$ cat config.mk
export PLATFORM = sky130hd
export DESIGN_NAME = cursor_regbank
export DESIGN_NICKNAME = d
export VERILOG_FILES = /design/src/rtl/cursor_regbank_pkg.sv /design/src/rtl/crb_addr_join.sv /design/src/rtl/crb_shadow.sv /design/src/rtl/crb_active.sv /design/src/rtl/cursor_regbank.sv
export SDC_FILE = /design/constraint.sdc
export NUM_CORES = 1
export LEC_CHECK = 0
export BUFFER_PORTS_ARGS = -buffer_cell sky130_fd_sc_hd__buf_2
export CAP_MARGIN = 20
export CORE_MARGIN = 3
export CORE_UTILIZATION = 40
export DETAILED_ROUTE_END_ITERATION = 7
export MAX_ROUTING_LAYER = met4
export SLEW_MARGIN = 40
export SYNTH_ARGS = -nofsm -noshare
export SYNTH_HDL_FRONTEND = slang
export SYNTH_SLANG_ARGS = --single-unit
$ cat constraint.sdc
create_clock -name clk_i -period 1.7 [get_ports clk_i]
set_input_delay 0.255 -clock clk_i [delete_from_list [all_inputs] [get_ports clk_i]]
set_output_delay 0.255 -clock clk_i [all_outputs]
set_load 0.05 [all_outputs]
$ cat src/rtl/cursor_regbank_pkg.sv
package cursor_regbank_pkg;
  localparam int unsigned OFF_LOCK    = 0;
  localparam int unsigned OFF_CTRL    = 1;
  localparam int unsigned OFF_POS     = 2;
  localparam int unsigned OFF_HOT     = 3;
  localparam int unsigned OFF_SIZE    = 4;
  localparam int unsigned OFF_COL_A   = 5;
  localparam int unsigned OFF_COL_B   = 6;
  localparam int unsigned OFF_ADDR_HI = 7;
  localparam int unsigned OFF_ADDR_LO = 8;

  localparam int unsigned Y_LSB     = 16;
  localparam int unsigned SURF_W    = 40;
  localparam int unsigned ADDR_HI_W = 8;
  localparam int unsigned PAGE_BITS = 12;

  typedef enum logic [1:0] {
    MODE_MONO     = 2'd0,
    MODE_AND_MASK = 2'd1,
    MODE_PREMUL   = 2'd2,
    MODE_STRAIGHT = 2'd3
  } cur_mode_e;

  typedef struct packed {
    logic [7:0] red;
    logic [7:0] green;
    logic [7:0] blue;
  } rgb_t;

  typedef struct packed {
    logic      clamp;
    logic      mag;
    cur_mode_e mode;
    logic      en;
  } cur_ctrl_t;

  localparam rgb_t MONO_DARK  = '{red: 8'h00, green: 8'h00, blue: 8'h00};
  localparam rgb_t MONO_LIGHT = '{red: 8'hff, green: 8'hff, blue: 8'hff};
endpackage

$ cat src/rtl/crb_addr_join.sv
module crb_addr_join
  import cursor_regbank_pkg::*;
#(
  parameter int unsigned DATA_W = 32
) (
  input  logic              clk_i,
  input  logic              rst_ni,
  input  logic              hi_we_i,
  input  logic              lo_we_i,
  input  logic [DATA_W-1:0] wdata_i,
  output logic [SURF_W-1:0] pend_addr_o
);
  localparam int unsigned LO_W = SURF_W - ADDR_HI_W - PAGE_BITS;

  logic [ADDR_HI_W-1:0] stage_hi_q;
  logic [ADDR_HI_W-1:0] pend_hi_q;
  logic [LO_W-1:0]      pend_lo_q;

  // upper byte is held aside until the low word commits both halves
  always_ff @(posedge clk_i or negedge rst_ni) begin
    if (!rst_ni) begin
      stage_hi_q <= '0;
      pend_hi_q  <= '0;
      pend_lo_q  <= '0;
    end else begin
      if (hi_we_i) stage_hi_q <= wdata_i[ADDR_HI_W-1:0];
      if (lo_we_i) begin
        pend_hi_q <= stage_hi_q;
        pend_lo_q <= wdata_i[PAGE_BITS +: LO_W];
      end
    end
  end

  assign pend_addr_o = {pend_hi_q, pend_lo_q, {PAGE_BITS{1'b0}}};

  a_r5_hi_no_commit: assert property (@(posedge clk_i) disable iff (!rst_ni)
    hi_we_i |=> $stable(pend_addr_o))
    else $error("R5: pending address moved on upper-byte write");

  a_r6_lo_takes_data: assert property (@(posedge clk_i) disable iff (!rst_ni)
    lo_we_i |=> pend_addr_o[SURF_W-ADDR_HI_W-1:PAGE_BITS] == $past(wdata_i[PAGE_BITS +: LO_W]))
    else $error("R6: low word not committed");
endmodule

$ cat src/rtl/crb_shadow.sv
module crb_shadow
  import cursor_regbank_pkg::*;
#(
  parameter int unsigned DATA_W = 32,
  parameter int unsigned REG_AW = 4,
  parameter int unsigned POS_W  = 11,
  parameter int unsigned HOT_W  = 6,
  parameter int unsigned SIZE_W = 7
) (
  input  logic              clk_i,
  input  logic              rst_ni,
  input  logic              we_i,
  input  logic [REG_AW-1:0] addr_i,
  input  logic [DATA_W-1:0] wdata_i,
  output logic [DATA_W-1:0] rdata_o,
  output logic              lock_o,
  output cur_ctrl_t         ctrl_o,
  output logic [POS_W-1:0]  x_o,
  output logic [POS_W-1:0]  y_o,
  output logic [HOT_W-1:0]  hx_o,
  output logic [HOT_W-1:0]  hy_o,
  output logic [SIZE_W-1:0] wm1_o,
  output logic [SIZE_W-1:0] hm1_o,
  output rgb_t              col_a_o,
  output rgb_t              col_b_o,
  output logic [SURF_W-1:0] addr_o
);
  localparam int unsigned NUM_REGS = 9;
  localparam int unsigned LO_TOP   = SURF_W - ADDR_HI_W;

  logic [NUM_REGS-1:0] hit;

  for (genvar i = 0; i < NUM_REGS; i++) begin : g_dec
    assign hit[i] = we_i && (addr_i == REG_AW'(i));
  end

  always_ff @(posedge clk_i or negedge rst_ni) begin
    if (!rst_ni) begin
      lock_o  <= 1'b0;
      ctrl_o  <= '0;
      x_o     <= '0;
      y_o     <= '0;
      hx_o    <= '0;
      hy_o    <= '0;
      wm1_o   <= '0;
      hm1_o   <= '0;
      col_a_o <= '0;
      col_b_o <= '0;
    end else begin
      if (hit[OFF_LOCK]) lock_o <= wdata_i[0];
      if (hit[OFF_CTRL]) ctrl_o <= cur_ctrl_t'(wdata_i[4:0]);
      if (hit[OFF_POS]) begin
        x_o <= wdata_i[POS_W-1:0];
        y_o <= wdata_i[Y_LSB +: POS_W];
      end
      if (hit[OFF_HOT]) begin
        hx_o <= wdata_i[HOT_W-1:0];
        hy_o <= wdata_i[Y_LSB +: HOT_W];
      end
      if (hit[OFF_SIZE]) begin
        wm1_o <= wdata_i[SIZE_W-1:0];
        hm1_o <= wdata_i[Y_LSB +: SIZE_W];
      end
      if (hit[OFF_COL_A]) col_a_o <= rgb_t'(wdata_i[23:0]);
      if (hit[OFF_COL_B]) col_b_o <= rgb_t'(wdata_i[23:0]);
    end
  end

  crb_addr_join #(.DATA_W(DATA_W)) u_addr (
    .clk_i       (clk_i),
    .rst_ni      (rst_ni),
    .hi_we_i     (hit[OFF_ADDR_HI]),
    .lo_we_i     (hit[OFF_ADDR_LO]),
    .wdata_i     (wdata_i),
    .pend_addr_o (addr_o)
  );

  always_comb begin
    rdata_o = '0;
    case (addr_i)
      REG_AW'(OFF_LOCK):    rdata_o[0] = lock_o;
      REG_AW'(OFF_CTRL):    rdata_o[4:0] = ctrl_o;
      REG_AW'(OFF_POS): begin
        rdata_o[POS_W-1:0]     = x_o;
        rdata_o[Y_LSB +: POS_W] = y_o;
      end
      REG_AW'(OFF_HOT): begin
        rdata_o[HOT_W-1:0]     = hx_o;
        rdata_o[Y_LSB +: HOT_W] = hy_o;
      end
      REG_AW'(OFF_SIZE): begin
        rdata_o[SIZE_W-1:0]     = wm1_o;
        rdata_o[Y_LSB +: SIZE_W] = hm1_o;
      end
      REG_AW'(OFF_COL_A):   rdata_o[23:0] = col_a_o;
      REG_AW'(OFF_COL_B):   rdata_o[23:0] = col_b_o;
      REG_AW'(OFF_ADDR_HI): rdata_o[ADDR_HI_W-1:0] = addr_o[SURF_W-1 -: ADDR_HI_W];
      REG_AW'(OFF_ADDR_LO): rdata_o[LO_TOP-1:0] = addr_o[LO_TOP-1:0];
      default:              rdata_o = '0;
    endcase
  end
endmodule

$ cat src/rtl/crb_active.sv
module crb_active
  import cursor_regbank_pkg::*;
#(
  parameter int unsigned POS_W  = 11,
  parameter int unsigned HOT_W  = 6,
  parameter int unsigned SIZE_W = 7
) (
  input  logic              clk_i,
  input  logic              rst_ni,
  input  logic              frame_i,
  input  logic              lock_i,
  input  cur_ctrl_t         ctrl_i,
  input  logic [POS_W-1:0]  x_i,
  input  logic [POS_W-1:0]  y_i,
  input  logic [HOT_W-1:0]  hx_i,
  input  logic [HOT_W-1:0]  hy_i,
  input  logic [SIZE_W-1:0] wm1_i,
  input  logic [SIZE_W-1:0] hm1_i,
  input  rgb_t              col_a_i,
  input  rgb_t              col_b_i,
  input  logic [SURF_W-1:0] addr_i,
  output cur_ctrl_t         ctrl_o,
  output logic [POS_W-1:0]  x_o,
  output logic [POS_W-1:0]  y_o,
  output logic [HOT_W-1:0]  hx_o,
  output logic [HOT_W-1:0]  hy_o,
  output logic [SIZE_W:0]   w_o,
  output logic [SIZE_W:0]   h_o,
  output rgb_t              col_a_o,
  output rgb_t              col_b_o,
  output logic [SURF_W-1:0] addr_o
);
  logic              take;
  logic [SIZE_W-1:0] wm1_q, hm1_q;
  rgb_t              col_a_q, col_b_q;
  logic              mono;

  assign take = frame_i && !lock_i;

  always_ff @(posedge clk_i or negedge rst_ni) begin
    if (!rst_ni) begin
      ctrl_o  <= '0;
      x_o     <= '0;
      y_o     <= '0;
      hx_o    <= '0;
      hy_o    <= '0;
      wm1_q   <= '0;
      hm1_q   <= '0;
      col_a_q <= '0;
      col_b_q <= '0;
      addr_o  <= '0;
    end else if (take) begin
      ctrl_o  <= ctrl_i;
      x_o     <= x_i;
      y_o     <= y_i;
      hx_o    <= hx_i;
      hy_o    <= hy_i;
      wm1_q   <= wm1_i;
      hm1_q   <= hm1_i;
      col_a_q <= col_a_i;
      col_b_q <= col_b_i;
      addr_o  <= addr_i;
    end
  end

  // stored size is one less than the pixel count
  assign w_o = {1'b0, wm1_q} + 1'b1;
  assign h_o = {1'b0, hm1_q} + 1'b1;

  assign mono    = (ctrl_o.mode == MODE_MONO);
  assign col_a_o = mono ? MONO_DARK  : col_a_q;
  assign col_b_o = mono ? MONO_LIGHT : col_b_q;

  a_r4_lock_hold: assert property (@(posedge clk_i) disable iff (!rst_ni)
    lock_i |=> $stable({ctrl_o, x_o, y_o, hx_o, hy_o, w_o, h_o, addr_o}))
    else $error("R4: active state moved while locked");

  a_r3_idle_hold: assert property (@(posedge clk_i) disable iff (!rst_ni)
    !frame_i |=> $stable({ctrl_o, x_o, y_o, hx_o, hy_o, w_o, h_o, addr_o}))
    else $error("R3: active state moved without frame pulse");

  a_r10_joint_copy: assert property (@(posedge clk_i) disable iff (!rst_ni)
    (frame_i && !lock_i) |=> (x_o == $past(x_i) && hy_o == $past(hy_i) &&
                              ctrl_o == $past(ctrl_i) && addr_o == $past(addr_i)))
    else $error("R10: fields not copied together");
endmodule

$ cat src/rtl/cursor_regbank.sv
module cursor_regbank
  import cursor_regbank_pkg::*;
#(
  parameter int unsigned DATA_W = 32,
  parameter int unsigned REG_AW = 4,
  parameter int unsigned POS_W  = 11,
  parameter int unsigned HOT_W  = 6,
  parameter int unsigned SIZE_W = 7
) (
  input  logic              clk_i,
  input  logic              rst_ni,
  input  logic              reg_we_i,
  input  logic [REG_AW-1:0] reg_addr_i,
  input  logic [DATA_W-1:0] reg_wdata_i,
  output logic [DATA_W-1:0] reg_rdata_o,
  input  logic              frame_start_i,
  output logic              cur_en_o,
  output logic [1:0]        cur_mode_o,
  output logic              cur_mag_o,
  output logic              cur_clamp_o,
  output logic [POS_W-1:0]  cur_x_o,
  output logic [POS_W-1:0]  cur_y_o,
  output logic [HOT_W-1:0]  hot_x_o,
  output logic [HOT_W-1:0]  hot_y_o,
  output logic [SIZE_W:0]   cur_w_o,
  output logic [SIZE_W:0]   cur_h_o,
  output logic [23:0]       col_a_o,
  output logic [23:0]       col_b_o,
  output logic [SURF_W-1:0] surf_addr_o
);
  logic              sh_lock;
  cur_ctrl_t         sh_ctrl, act_ctrl;
  logic [POS_W-1:0]  sh_x, sh_y;
  logic [HOT_W-1:0]  sh_hx, sh_hy;
  logic [SIZE_W-1:0] sh_wm1, sh_hm1;
  rgb_t              sh_col_a, sh_col_b, act_col_a, act_col_b;
  logic [SURF_W-1:0] sh_addr;

  crb_shadow #(
    .DATA_W(DATA_W), .REG_AW(REG_AW), .POS_W(POS_W), .HOT_W(HOT_W), .SIZE_W(SIZE_W)
  ) u_shadow (
    .clk_i   (clk_i),
    .rst_ni  (rst_ni),
    .we_i    (reg_we_i),
    .addr_i  (reg_addr_i),
    .wdata_i (reg_wdata_i),
    .rdata_o (reg_rdata_o),
    .lock_o  (sh_lock),
    .ctrl_o  (sh_ctrl),
    .x_o     (sh_x),
    .y_o     (sh_y),
    .hx_o    (sh_hx),
    .hy_o    (sh_hy),
    .wm1_o   (sh_wm1),
    .hm1_o   (sh_hm1),
    .col_a_o (sh_col_a),
    .col_b_o (sh_col_b),
    .addr_o  (sh_addr)
  );

  crb_active #(
    .POS_W(POS_W), .HOT_W(HOT_W), .SIZE_W(SIZE_W)
  ) u_active (
    .clk_i   (clk_i),
    .rst_ni  (rst_ni),
    .frame_i (frame_start_i),
    .lock_i  (sh_lock),
    .ctrl_i  (sh_ctrl),
    .x_i     (sh_x),
    .y_i     (sh_y),
    .hx_i    (sh_hx),
    .hy_i    (sh_hy),
    .wm1_i   (sh_wm1),
    .hm1_i   (sh_hm1),
    .col_a_i (sh_col_a),
    .col_b_i (sh_col_b),
    .addr_i  (sh_addr),
    .ctrl_o  (act_ctrl),
    .x_o     (cur_x_o),
    .y_o     (cur_y_o),
    .hx_o    (hot_x_o),
    .hy_o    (hot_y_o),
    .w_o     (cur_w_o),
    .h_o     (cur_h_o),
    .col_a_o (act_col_a),
    .col_b_o (act_col_b),
    .addr_o  (surf_addr_o)
  );

  assign cur_en_o    = act_ctrl.en;
  assign cur_mode_o  = act_ctrl.mode;
  assign cur_mag_o   = act_ctrl.mag;
  assign cur_clamp_o = act_ctrl.clamp;
  assign col_a_o     = act_col_a;
  assign col_b_o     = act_col_b;
endmodule

# ---- Yosys cells after proc, flatten, opt, wreduce, memory -nomap -nowiden
# Index checks and enable logic that the tools add are counted.
dict set report word_totals {
  mem_bits_rw 0
  latch_bits 0
  in_bits 40
  output_inout_bits 175
  regBits 267
  rom_bits 0
  mem_count 0
}
dict set report op_classes {
  n_div 0
  magnitude_cmp 0
  reduce_logical 13
  shifts 0
  n_bitwise 0
  multipliers 0
  eq_ne 8
  add_sub_neg 2
  mux 14
}
# operator n
set ops {}
lappend ops {{24-bit 2-to-1 mux} 2}
lappend ops {{6-bit case mux with 6 select lines} 1}
lappend ops {{4-bit case mux with 7 select lines} 1}
lappend ops {{7-bit by 1-bit adder with 8-bit output, second input constant} 2}
lappend ops {{4-bit by 3-bit equality test with 1-bit output, second input constant} 4}
lappend ops {{5-bit case mux with 3 select lines} 1}
lappend ops {{1-bit logical AND} 10}
lappend ops {{1-bit case mux with 5 select lines} 2}
lappend ops {{3-bit case mux with 3 select lines} 1}
lappend ops {{4-bit by 2-bit equality test with 1-bit output, second input constant} 2}
lappend ops {{1-bit case mux with 4 select lines} 2}
lappend ops {{1-bit case mux with 8 select lines} 1}
lappend ops {{1-bit case mux with 6 select lines} 1}
lappend ops {{3-bit case mux with 2 select lines} 1}
lappend ops {{5-bit 2-to-1 mux} 1}
lappend ops {{4-bit by 1-bit equality test with 1-bit output, second input constant} 1}
lappend ops {{4-bit equality test, second input constant} 1}
lappend ops {{4-bit logical NOT} 1}
lappend ops {{2-bit logical NOT} 1}
lappend ops {{1-bit logical NOT} 1}

# ---- Logic depth before layout (Yosys ltp)
# Gate-level depths: netlist of run 1.
dict set report logic_depth {
  depth_word 2
  depth_mapped 7
  depth_no_buf 4
}

# ---- By module
# Synthesis of run 1 repeated with hierarchy kept, for this count alone.
dict set report unflattened {
  hier_cells 855
  hier_area_um2 12883.6
}
# mod area_each_um2 cells_each instances
set by_module_without_submodules {}
lappend by_module_without_submodules {crb_active 6043.3 384 1}
lappend by_module_without_submodules {crb_shadow 5308.8 382 1}
lappend by_module_without_submodules {crb_addr_join 1531.5 89 1}

# ---- Worst setup path after synthesis of run 1
# Ideal clock, no wire load.
dict set report synth_timing {
  path_type {in2out}
  from {input port reg_addr_i[1]}
  to {output port reg_rdata_o[23]}
  n_path_buf 2
  stages 6
  path_slack_ps -585
  arrival_ps 2030
  t_required_ps 1445
  path_cell_list {buf_6 > buf_6 > nor2b_4 > and2_1 > a22oi_1 > o21ai_0}
}
dict set report synth_via {
  elab_chain_len 2
  word_cells_on_any_way 5
}
# element line
set synth_rtl {}
lappend synth_rtl {{from (decl)} cursor_regbank.sv:13} ;# input logic [REG_AW-1:0] reg_addr_i,
lappend synth_rtl {{4-bit equality test (tied with other cells)} crb_shadow.sv:80} ;# case (addr_i)
lappend synth_rtl {{1-bit case mux with 4 select lines *} crb_shadow.sv:80}
lappend synth_rtl {{to (decl)} cursor_regbank.sv:15} ;# output logic [DATA_W-1:0] reg_rdata_o,
# Every way passes the cells marked *; elsewhere a longest branch is shown, timed or not.

# ---- Worst setup path in the final report of run 1
dict set report layout_timing {
  from {register u_shadow.hm1_o[0]}
  to {output port reg_rdata_o[16]}
}
dict set report layout_via {
  elab_chain_len 1
}
# element line
set layout_rtl {}
lappend layout_rtl {{from (decl)} crb_shadow.sv:23} ;# output logic [SIZE_W-1:0] hm1_o,
lappend layout_rtl {{from (signal assigned)} crb_shadow.sv:62} ;# hm1_o <= wdata_i[Y_LSB +: SIZE_W];
lappend layout_rtl {{6-bit case mux with 6 select lines} crb_shadow.sv:80}
# No other way between the ends.

==> metrics.md, run 1 <==
| Metric | Value |
|---|---|
| Most common cell after layout, fill and taps aside | dfrtp_1 |
| Met2 usage | 0.349 |
| Total Routed Length | 33000 um |
| Final setup viols | 74 |
| Detailed placer's ending HPWL | 22000 um |
| Nets | 1226 |
| Slew Limit Fails | 0 |
| First-pass GRT wire length | 49500 um |
| Die H | 178 um |
| Final worst setup slack | -0.417 ns |
| Post-DR wirelength/cell | 20.7 um |
| Final non-filler cell total | 1589 |
| VDD IR max | 1.70 mV |
| Failing checks | negative setup slack |
| I/O Buffers | 202 |
| Crit path time final | 2.12 ns |
| Core ar. | 28900 sq um |
| Fillcell total | 2276 |
| Worst skew pair latency | 0.54 ns |
| Site Rows | 62 |
| Post-Synthesis Cells | 828 |
| Yosys warns | 0 |
| Area Growth Syn to Fin | 44.6% |
| Fin. Hold Viols | 0 |
| DR iter-0 viols | 378 |
| Largest net degree at the start of global routing | 55 |
| Synth Register Bits | 267 |
| Clock transition at the registers of the reported paths | 0.06 ns |
| Power Dens Cells | 1840 nW/um^2 |
| Slowest CP cell | a222oi_1 |
| Netlist Area Pre-Place | 11800 sq um |
| Yosys cell types | 49 |
| Post-synth EDFFs | 0 |
| Top post-synthesis cells by area | dfrtp_1 57%, mux2_2 18%, mux2_4 5.1%, mux2_1 3.8%, a22oi_1 1.5% |
| Run status | complete, but fails checks |
| Layout cell share with drive strength beyond 1 | 0.638 |
| Max-cap violations | 0 |
| Startpoint Class | flip-flop |
| CP peak stage delay | 0.43 ns |
| Routing usage on met1 | 0.277 |
| DR vias | 8075 |
| Initial Utilization | 0.409 |
| DRT Pass-1 Iters | 4 |
| Max H-tree Level | 1 |
| Max Fclk | 0.472 GHz |
| Clock tree buffer depth | 3 |
| Final Util | 0.591 |
| Root buf cell | clkbuf_16 |
| Post-synth top area share | 0.565 |
| CP cell instances | a22o_1 > a222oi_1 > o21ai_2 > buf_6 |
| GRT Overall Usage | 0.210 |
| Initial antenna violation count | 2 |
| Routed vias/inst | 5.08 |
| Most used DFF post-synth | dfrtp_1 |
| Most used routing layer in global routing | met2 |
| Post-DRT Antenna Nets | 0 |
| Crit end category | primary output |
| Avg Cell Area, Syn | 14.3 sq um |
| Sequential fraction of the synthesis area | 0.565 |
| Commonest cells after routing, fill and taps aside | 260 x dfrtp_1, 191 x mux2_2, 108 x buf_2 |
| Clock sinks | 267 |
| Required @ worst endpoint | 1.44 ns |
| CP arrival | 1.86 ns |
| Total die area | 31700 sq um |
| DP Cell Count | 1455 |
| Die width | 178 um |
| DRC | 0 |
| Cts bufs inserted | 29 |
| Pwr Total | 0.0314 W |
| Crit path kind | flip-flop to primary output |
| I/O pins | 215 |
| RSZ-0062 raised after global routing | yes |
| TritonCTS clock tree | yes |
| FFs w/ async S/R, synth | 1.00 |
| Vias in the first global route | 8391 |
| Met3 usage | 0.0310 |
| Synth area leader | dfrtp_1 |
| Fin crit share | 1.25 |
| Clk_skew | 0.0174 ns |
| Max FO, Critical Path | 2 |
| Gr ovfl total | 0 |
| Hold crit path type | input port to flip-flop |
| Leakage power | 8.05 nW |
| GP Congestion | 0.843 |
## layer usage
| metal | routed length (um) | vias up | share of wire |
|---|---|---|---|
| li1 | - | 3648 | - |
| met5 | 0 | - | 0 |
| met2 | 16400 | 217 | 0.50 |
| met3 | 1680 | 46 | 0.051 |
| met1 | 14200 | 4164 | 0.43 |
| met4 | 629 | 0 | 0.019 |
## synth_stat cells (2+ instances only)
master    count
and2_1        6
a221oi_1      3
a21oi_1       3
buf_4        18
mux2i_1       8
nor3b_1       2
nor2b_1      27
nand3_1       8
a31oi_1       3
nand2b_1      8
a32oi_1       4
mux2_4       40
a22oi_1      23
nor2_1       14
xor2_1        5
nand2_2       2
nor2_4        4
clkbuf_1      7
nor3_1        5
and3_1        3
nand2_1      27
a22o_1        6
ha_1          2
or2_2        24
a222oi_1      2
mux2_1       40
nand3_2       2
o21ai_0      10
o211ai_1      2
nor2b_4       3
dfrtp_1     267
mux2_2      194
nor2_2        3
xnor2_1       5
buf_2        21
buf_6        10
inv_1         4
o32ai_1       2
## final cells by class
cell class | instances | area [sq um] | area share
repair buffers | 370 | 3520 | 0.206
well taps | 384 | 480 | 0.0281
flip-flops and latches | 267 | 6690 | 0.391
diodes | 2 | 5.00 | 0.000293
clock buffers | 44 | 872 | 0.0510
inverters | 4 | 15.0 | 0.000878
clock inverters | 6 | 62.6 | 0.00366
multi-input cells | 512 | 5450 | 0.319
## repair_timing
| action | 4_1_cts | 5_1_grt |
|---|---|---|
| setup buffers | 49 | 10 |
| gates resized for setup | 267 | 102 |
| cloned | 5 | 3 |
| pin swaps | 23 | 24 |
| endpoints found under the hold margin | 93 | 0 |
| setup endpoints to repair | 89 | 95 |
| hold buffers | 21 | 0 |
## per-stage QoR
stage          hold slack, ns  area, sq um  setup slack [ns]  TNS, ns
2_1_floorplan         -0.0406        12000            -0.252    -2.36
3_3_place_gp            0.226        14100            -0.165    -6.15
3_5_place_dp            0.224        14100            -0.180    -6.40
4_1_cts                0.0115        16600            -0.403   -20.08
5_1_grt                0.0239        17100            -0.478   -21.67
6_report               0.0309        17100            -0.417   -16.91
## report_power, final
group / internal, W / total, W / switching, W
clock: 0.00366 / 0.00611 / 0.00245
combinational: 0.00659 / 0.0154 / 0.00879
sequential: 0.00843 / 0.00996 / 0.00153
total: 0.0187 / 0.0314 / 0.0128
## logic make-up (layout without fill, tap and decap cells)
logic type / Yosys count / in the layout / synth area share
other: 1 / 14 / 0.000317
flip-flops: 267 / 267 / 0.565
multiplexers: 283 / 283 / 0.282
adder cells (fa/ha/maj): 2 / 2 / 0.00212
buffers and inverters: 60 / 424 / 0.0333
AO/OA/AOI/OAI: 63 / 63 / 0.0390
AND/OR/NAND/NOR: 142 / 142 / 0.0704
XOR/XNOR: 10 / 10 / 0.00741
## final timing paths
| check | to | depth (start not counted) | slack (ns) | startpoint |
|---|---|---|---|---|
| setup / recovery | reg_rdata_o[16] | 4 | -0.42 | u_shadow.hm1_o[0]$_DFFE_PN0P_ |
| hold / removal | u_shadow.col_b_o[5]$_DFFE_PN0P_ | 2 | 0.03 | reg_wdata_i[5] |
| setup reg to reg | u_active.x_o[10]$_DFFE_PN0P_ | 3 | 0.29 | u_shadow.lock_o$_DFFE_PN0P_ |
| hold reg to reg | u_active.hx_o[0]$_DFFE_PN0P_ | 2 | 0.49 | u_active.hx_o[0]$_DFFE_PN0P_ |
| max in group asynchronous | u_active.wm1_q[0]$_DFFE_PN0P_ | 3 | 0.80 | rst_ni |
| min in group asynchronous | u_shadow.col_b_o[17]$_DFFE_PN0P_ | 2 | 0.25 | rst_ni |
## critical path, delay by kind of cell, from the launching register on
kind | cells | cell delay [ns]
DFF | 1 | 0.38
AOI/OAI and AO/OA | 3 | 0.77
buffers and inverters | 1 | 0.18
## state kept, by name (all words and copies together) (netlist names), 7 cells and up
| signal | flops |
|---|---|
| u_shadow.u_addr.stage_hi_q | 8 |
| u_active.wm1_q | 7 |
| u_active.hm1_q | 7 |
| u_active.x_o | 11 |
| u_active.col_a_q | 24 |
| u_shadow.u_addr.pend_hi_q | 8 |
| u_active.y_o | 11 |
| u_shadow.y_o | 11 |
| u_shadow.x_o | 11 |
| u_active.col_b_q | 24 |
| u_shadow.col_a_o | 24 |
| u_active.addr_o | 28 |
| u_shadow.hm1_o | 7 |
| u_shadow.col_b_o | 24 |
| u_shadow.wm1_o | 7 |
| u_shadow.u_addr.pend_lo_q | 20 |
Power figures use the tool's default switching activity.
==> inputs of run 2 (changes only) <==
- SKIP_LAST_GASP: unset -> 1
==> metrics.md, run 2 (same netlist as run 1, synthesis figures left out) <==
| Metric | Value |
|---|---|
| Die H | 178 um (unchanged) |
| Clk_skew | 0.0170 ns (was 0.0174 ns) |
| Final worst setup slack | -0.424 ns (was -0.417 ns) |
| R2R Path End | u_active.col_b_q[15]$_DFFE_PN0P_ (was u_active.x_o[10]$_DFFE_PN0P_) |
| Clock sinks | 267 (unchanged) |
| Run status | complete, but fails checks (unchanged) |
| DRC | 0 (unchanged) |
| Worst setup path end | reg_rdata_o[16] (unchanged) |
| Worst skew pair latency | 0.54 ns (about the same) |
| Slew Limit Fails | 0 (unchanged) |
| Commonest cells after routing, fill and taps aside | 260 x dfrtp_1, 192 x mux2_2, 109 x buf_2 (was 260 x dfrtp_1, 191 x mux2_2, 108 x buf_2) |
| Crit path kind | flip-flop to primary output (unchanged) |
| Power Internal | 0.0187 W (about the same) |
| Routed vias/inst | 5.06 (was 5.08) |
| Area Growth Syn to Fin | 44.4% (was 44.6%) |
| I/O pins | 215 (unchanged) |
| Leakage power | 8.05 nW (about the same) |
| CP arrival | 1.87 ns (was 1.86 ns) |
| Total Routed Length | 33000 um (about the same) |
| Startpoint Class | flip-flop (unchanged) |
| Max H-tree Level | 1 (unchanged) |
| Core ar. | 28900 sq um (unchanged) |
| DRT Pass-1 Iters | 4 (unchanged) |
| Failing checks | negative setup slack (unchanged) |
| DP Cell Count | 1455 (unchanged) |
| Max-cap violations | 0 (unchanged) |
| Final setup viols | 75 (was 74) |
| Largest net degree at the start of global routing | 55 (unchanged) |
| P_sw | 0.0128 W (about the same) |
| Layout cell share with drive strength beyond 1 | 0.638 (unchanged) |
| Min-delay src | reg_wdata_i[5] (unchanged) |
| Crit end category | primary output (unchanged) |
| Fillcell total | 2279 (was 2276) |
| GP Congestion | 0.843 (unchanged) |
| I/O Buffers | 202 (unchanged) |
| Post-DR wirelength/cell | 20.8 um (was 20.7 um) |
| Post-Place Setup Slack | -0.180 ns (unchanged) |
| Max Fclk | 0.471 GHz (was 0.472 GHz) |
| Initial Utilization | 0.409 (unchanged) |
| Worst R2R Setup Slack | 0.30 ns (was 0.29 ns) |
| Register Area | 6690 sq um (unchanged) |
| GRT Overall Usage | 0.209 (was 0.210) |
| Die width | 178 um (unchanged) |
| Root buf cell | clkbuf_16 (unchanged) |
| Worst reg2reg path depth | 3 (unchanged) |
| Clock tree buffer depth | 3 (unchanged) |
| Final non-filler cell total | 1589 (unchanged) |
| Vias in the first global route | 8358 (was 8391) |
| Combinational Power Share | 0.489 (about the same) |
| TritonCTS clock tree | yes (unchanged) |
| Gr ovfl total | 0 (unchanged) |
| Most common cell after layout, fill and taps aside | dfrtp_1 (unchanged) |
| Hold crit path type | input port to flip-flop (unchanged) |
| Setup crit start | u_shadow.hm1_o[0]$_DFFE_PN0P_ (unchanged) |
| Crit path time final | 2.12 ns (about the same) |
| Fin crit share | 1.25 (about the same) |
| Detailed placer's ending HPWL | 22000 um (unchanged) |
| Fin. Hold Viols | 0 (unchanged) |
| Cts bufs inserted | 29 (unchanged) |
| VDD IR max | 1.69 mV (was 1.70 mV) |
| Power Dens Cells | 1840 nW/um^2 (about the same) |
| Sequential Power Share | 0.317 (about the same) |
| Post-DRT Antenna Nets | 0 (unchanged) |
| RSZ-0062 raised after global routing | yes (unchanged) |
| DR iter-0 viols | 374 (was 378) |
| Site Rows | 62 (unchanged) |
| Sw Ratio | 0.406 (about the same) |
| DR vias | 8041 (was 8075) |
| Clock transition at the registers of the reported paths | 0.06 ns (about the same) |
| Max FO, Critical Path | 2 (unchanged) |
| Required @ worst endpoint | 1.44 ns (about the same) |
| Total die area | 31700 sq um (unchanged) |
| Area of the multi-input gates | 5450 sq um (about the same) |
| Initial antenna violation count | 2 (unchanged) |
| Pwr Total | 0.0314 W (about the same) |
| First-pass GRT wire length | 49200 um (was 49500 um) |
| Power share of the clock group | 0.194 (about the same) |
| Largest Register | u_active.addr_o (unchanged) |
| Nets | 1226 (unchanged) |
| R2r startpoint | u_shadow.lock_o$_DFFE_PN0P_ (unchanged) |
| Max FFs per register | 28 (unchanged) |
run 2: cell counts in the layout (fill, tap and decap cells not counted):
No cell type changed its count.
run 2: routing by layer:
metal | track usage | wire, um
met5 | - | 0
met4 | 0.0386 | 559
met3 | 0.0304 | 1470
met2 | 0.348 | 16600
met1 | 0.275 | 14400
run 2: layout make-up:
class                           instances  area share
Clock inverter                          6     0.00366
Sequential cell                       267       0.392
Timing Repair Buffer                  370       0.205
Antenna cell                            2    0.000293
Inverter                                4    0.000879
Tap cell                              384      0.0281
Multi-Input combinational cell        512       0.319
Clock buffer                           44      0.0511
run 2: repair_timing:
action / in CTS / in global routing
hold endpoints to repair: 93 / 0
resized for setup: 232 / 134
setup buffers: 49 / 10
pin swaps: 22 / 26
cloned: 5 / 3
setup endpoints to repair: 89 / 95
hold buffers: 21 / 0
run 2: worst max-delay path: stages (launching register included):
cell and delay, ns:
dfrtp_1 0.39, a22o_1 0.21, a222oi_1 0.43, o21ai_2 0.13
buf_6 0.18
run 2: power by group through the flow:
stage / registers (W) / clock network, W / logic (W)
floorplan: 0.0118 / 0 / 0.00659
global placement: 0.00993 / 0 / 0.0113
detailed placement: 0.00998 / 0 / 0.0115
CTS: 0.00987 / 0.00626 / 0.0143
global route: 0.0102 / 0.00650 / 0.0160
finish: 0.00996 / 0.00611 / 0.0154
run 2: through the flow:
stage / setup TNS (ns) / area, sq um / hold slack (ns) / util
floorplan: -2.36 / 12000 / -0.0406 / -
global placement: -6.15 / 14100 / 0.226 / 0.487
detailed placement: -6.40 / 14100 / 0.224 / 0.487
CTS: -20.86 / 16500 / 0.0115 / 0.571
global route: -21.70 / 17100 / 0.0239 / 0.590
finish: -16.73 / 17100 / 0.0360 / 0.590
run 2: worst min path at each step:
stage | end | slack (ns) | depth (start not counted)
5_1_grt | u_shadow.col_b_o[5]$_DFFE_PN0P_ | 0.02 | 2
3_5_place_dp | u_shadow.hm1_o[5]$_DFFE_PN0P_ | 0.22 | 1
6_report | u_shadow.col_a_o[5]$_DFFE_PN0P_ | 0.04 | 2
3_3_place_gp | u_active.col_a_q[22]$_DFFE_PN0P_ | 0.23 | 1
2_1_floorplan | u_active.addr_o[12]$_DFFE_PN0P_ | -0.04 | 0
4_1_cts | u_shadow.col_b_o[5]$_DFFE_PN0P_ | 0.01 | 2
==> inputs of run 3 (changes only) <==
- CORE_UTILIZATION: 40 -> 30
- SKIP_LAST_GASP: 1 -> unset
==> metrics.md, run 3 (same netlist as run 1, synthesis figures left out) <==
| Metric | Value |
|---|---|
| Routed vias/inst | 4.77 (was 5.06) |
| Initial antenna violation count | 2 (unchanged) |
| Clock tree buffer depth | 3 (unchanged) |
| Hold crit path type | input port to flip-flop (unchanged) |
| Final worst setup slack | -0.361 ns (was -0.424 ns) |
| Largest net degree at the start of global routing | 69 (was 55) |
| Power Dens Cells | 1840 nW/um^2 (about the same) |
| Final setup viols | 75 (unchanged) |
| TritonCTS clock tree | yes (unchanged) |
| Max FO, Critical Path | 3 (was 2) |
| Crit path kind | flip-flop to primary output (unchanged) |
| Max FFs per register | 28 (unchanged) |
| Gr ovfl total | 0 (unchanged) |
| I/O Buffers | 202 (unchanged) |
| Nets | 1209 (was 1226) |
| Combinational Power Share | 0.478 (was 0.489) |
| Setup TNS | -16.17 ns (was -16.73 ns) |
| DR iter-0 viols | 373 (was 374) |
| Largest Register | u_active.addr_o (unchanged) |
| I/O pins | 215 (unchanged) |
| Fillcell total | 3519 (was 2279) |
| DRT Pass-1 Iters | 7 (was 4) |
| GRT Overall Usage | 0.164 (was 0.209) |
| Die H | 205 um (was 178 um) |
| Area of the multi-input gates | 5390 sq um (was 5450 sq um) |
| DR vias | 8134 (was 8041) |
| Layout cell share with drive strength beyond 1 | 0.630 (was 0.638) |
| Cts bufs inserted | 30 (was 29) |
| Detailed placer's ending HPWL | 24500 um (was 22000 um) |
| Total Routed Length | 35400 um (was 33000 um) |
| Crit end category | primary output (unchanged) |
| Max-cap violations | 0 (unchanged) |
| Initial Utilization | 0.305 (was 0.409) |
| Crit path time final | 2.06 ns (was 2.12 ns) |
| Die width | 205 um (was 178 um) |
| Area Growth Syn to Fin | 44.3% (was 44.4%) |
| Register Area | 6690 sq um (about the same) |
| Leakage power | 7.93 nW (was 8.05 nW) |
| Design Area, Final | 17100 sq um (about the same) |
| DRC | 0 (unchanged) |
| First-pass GRT wire length | 51600 um (was 49200 um) |
| GP Congestion | 0.821 (was 0.843) |
| Clk_skew | 0.0138 ns (was 0.0170 ns) |
| RSZ-0062 raised after global routing | yes (unchanged) |
| Startpoint Class | flip-flop (unchanged) |
| Site Rows | 72 (was 62) |
| Post-DRT Antenna Nets | 0 (unchanged) |
| Sw Ratio | 0.410 (was 0.406) |
| Total die area | 41800 sq um (was 31700 sq um) |
| Power share of the clock group | 0.204 (was 0.194) |
| Post-DR wirelength/cell | 20.8 um (about the same) |
| Worst skew pair latency | 0.55 ns (was 0.54 ns) |
| Fin. Hold Viols | 0 (unchanged) |
| P_sw | 0.0129 W (was 0.0128 W) |
| Core ar. | 38800 sq um (was 28900 sq um) |
| Commonest cells after routing, fill and taps aside | 261 x dfrtp_1, 189 x mux2_2, 103 x buf_2 (was 260 x dfrtp_1, 192 x mux2_2, 109 x buf_2) |
| Required @ worst endpoint | 1.44 ns (about the same) |
| Vias in the first global route | 8373 (was 8358) |
| Most common cell after layout, fill and taps aside | dfrtp_1 (unchanged) |
| Clock transition at the registers of the reported paths | 0.06 ns (about the same) |
| VDD IR max | 1.37 mV (was 1.69 mV) |
| Clock sinks | 267 (unchanged) |
| Fin crit share | 1.21 (was 1.25) |
| Max Fclk | 0.485 GHz (was 0.471 GHz) |
| Sequential Power Share | 0.319 (was 0.317) |
| Run status | complete, but fails checks (unchanged) |
| Max H-tree Level | 1 (unchanged) |
| Root buf cell | clkbuf_16 (unchanged) |
| CP arrival | 1.81 ns (was 1.87 ns) |
| Failing checks | negative setup slack (unchanged) |
| Post-DP Area | 14200 sq um (was 14100 sq um) |
| Power Internal | 0.0185 W (was 0.0187 W) |
| Slew Limit Fails | 0 (unchanged) |
==> run 3: changes by cell type in the layout (fill, tap and decap cells not counted), sizes merged <==
cell	delta
clkinv	+2
buf	-19
bufinv	+1
clkinvlp	+1
dlygate4sd3	-2
clkbuf	-1
==> run 3: final timing paths <==
| check | startpoint | to | slack [ns] | depth (start not counted) |
|---|---|---|---|---|
| min reg2reg | u_active.hy_o[4]$_DFFE_PN0P_ | u_active.hy_o[4]$_DFFE_PN0P_ | 0.50 | 1 |
| max reg2reg | u_shadow.lock_o$_DFFE_PN0P_ | u_active.addr_o[28]$_DFFE_PN0P_ | 0.36 | 3 |
| max | u_shadow.y_o[3]$_DFFE_PN0P_ | reg_rdata_o[19] | -0.36 | 4 |
| max in group asynchronous | rst_ni | u_active.col_a_q[13]$_DFFE_PN0P_ | 0.80 | 3 |
| min | reg_wdata_i[16] | u_shadow.hm1_o[0]$_DFFE_PN0P_ | 0.03 | 2 |
| min in group asynchronous | rst_ni | u_active.hx_o[1]$_DFFE_PN0P_ | 0.18 | 2 |
==> run 3: timing repair <==
action	in CTS	in global routing
cloned	0	7
hold buffers	19	0
gates resized for setup	204	134
setup buffers	40	13
pin swaps	19	19
endpoints found under the hold margin	202	0
setup endpoints to repair	94	95
==> run 3: metrics by stage <==
stage           util  instances  setup slack, ns  hold slack (ns)  total power (W)
5_1_grt        0.439       1705           -0.482           0.0144           0.0327
3_5_place_dp   0.365       1575           -0.256            0.165           0.0217
6_report       0.439       1705           -0.361           0.0300           0.0313
3_3_place_gp   0.365       1575           -0.230            0.167           0.0215
4_1_cts        0.421       1684           -0.385          0.00176           0.0300
2_1_floorplan      -        839           -0.252          -0.0406           0.0184
==> run 3: power by group through the flow <==
stage	Combinational [W]	Clock, W	Sequential [W]
CTS	0.0136	0.00654	0.00990
global placement	0.0115	0	0.00999
finish	0.0150	0.00638	0.00999
floorplan	0.00659	0	0.0118
detailed placement	0.0116	0	0.0100
global route	0.0156	0.00680	0.0102
==> run 3: metal layers <==
metal  vias up  routed length (um)  share of wire  global-route usage
li1       3609                   -              -                   -
met1      4257               15800           0.45               0.221
met2       220               17300           0.49               0.265
met3        48                1510          0.043              0.0251
met4         0                 743          0.021              0.0317
met5         -                   0              0                   -
==> run 3: worst max-delay path, cell delays in order (launching register included) <==
cell	delay, ns
dfrtp_1	0.40
a22o_1	0.21
a222oi_1	0.34
o21ai_2	0.13
buf_6	0.17
==> run 3: area by class of cell <==
type | instances | share of cell area
timing repair buffer | 352 | 0.196
sequential | 267 | 0.392
tap | 518 | 0.0380
multi-input combinational | 512 | 0.316
antenna | 2 | 0.000293
clock buffer | 40 | 0.0504
clock inverter | 10 | 0.00645
inverter | 4 | 0.00103
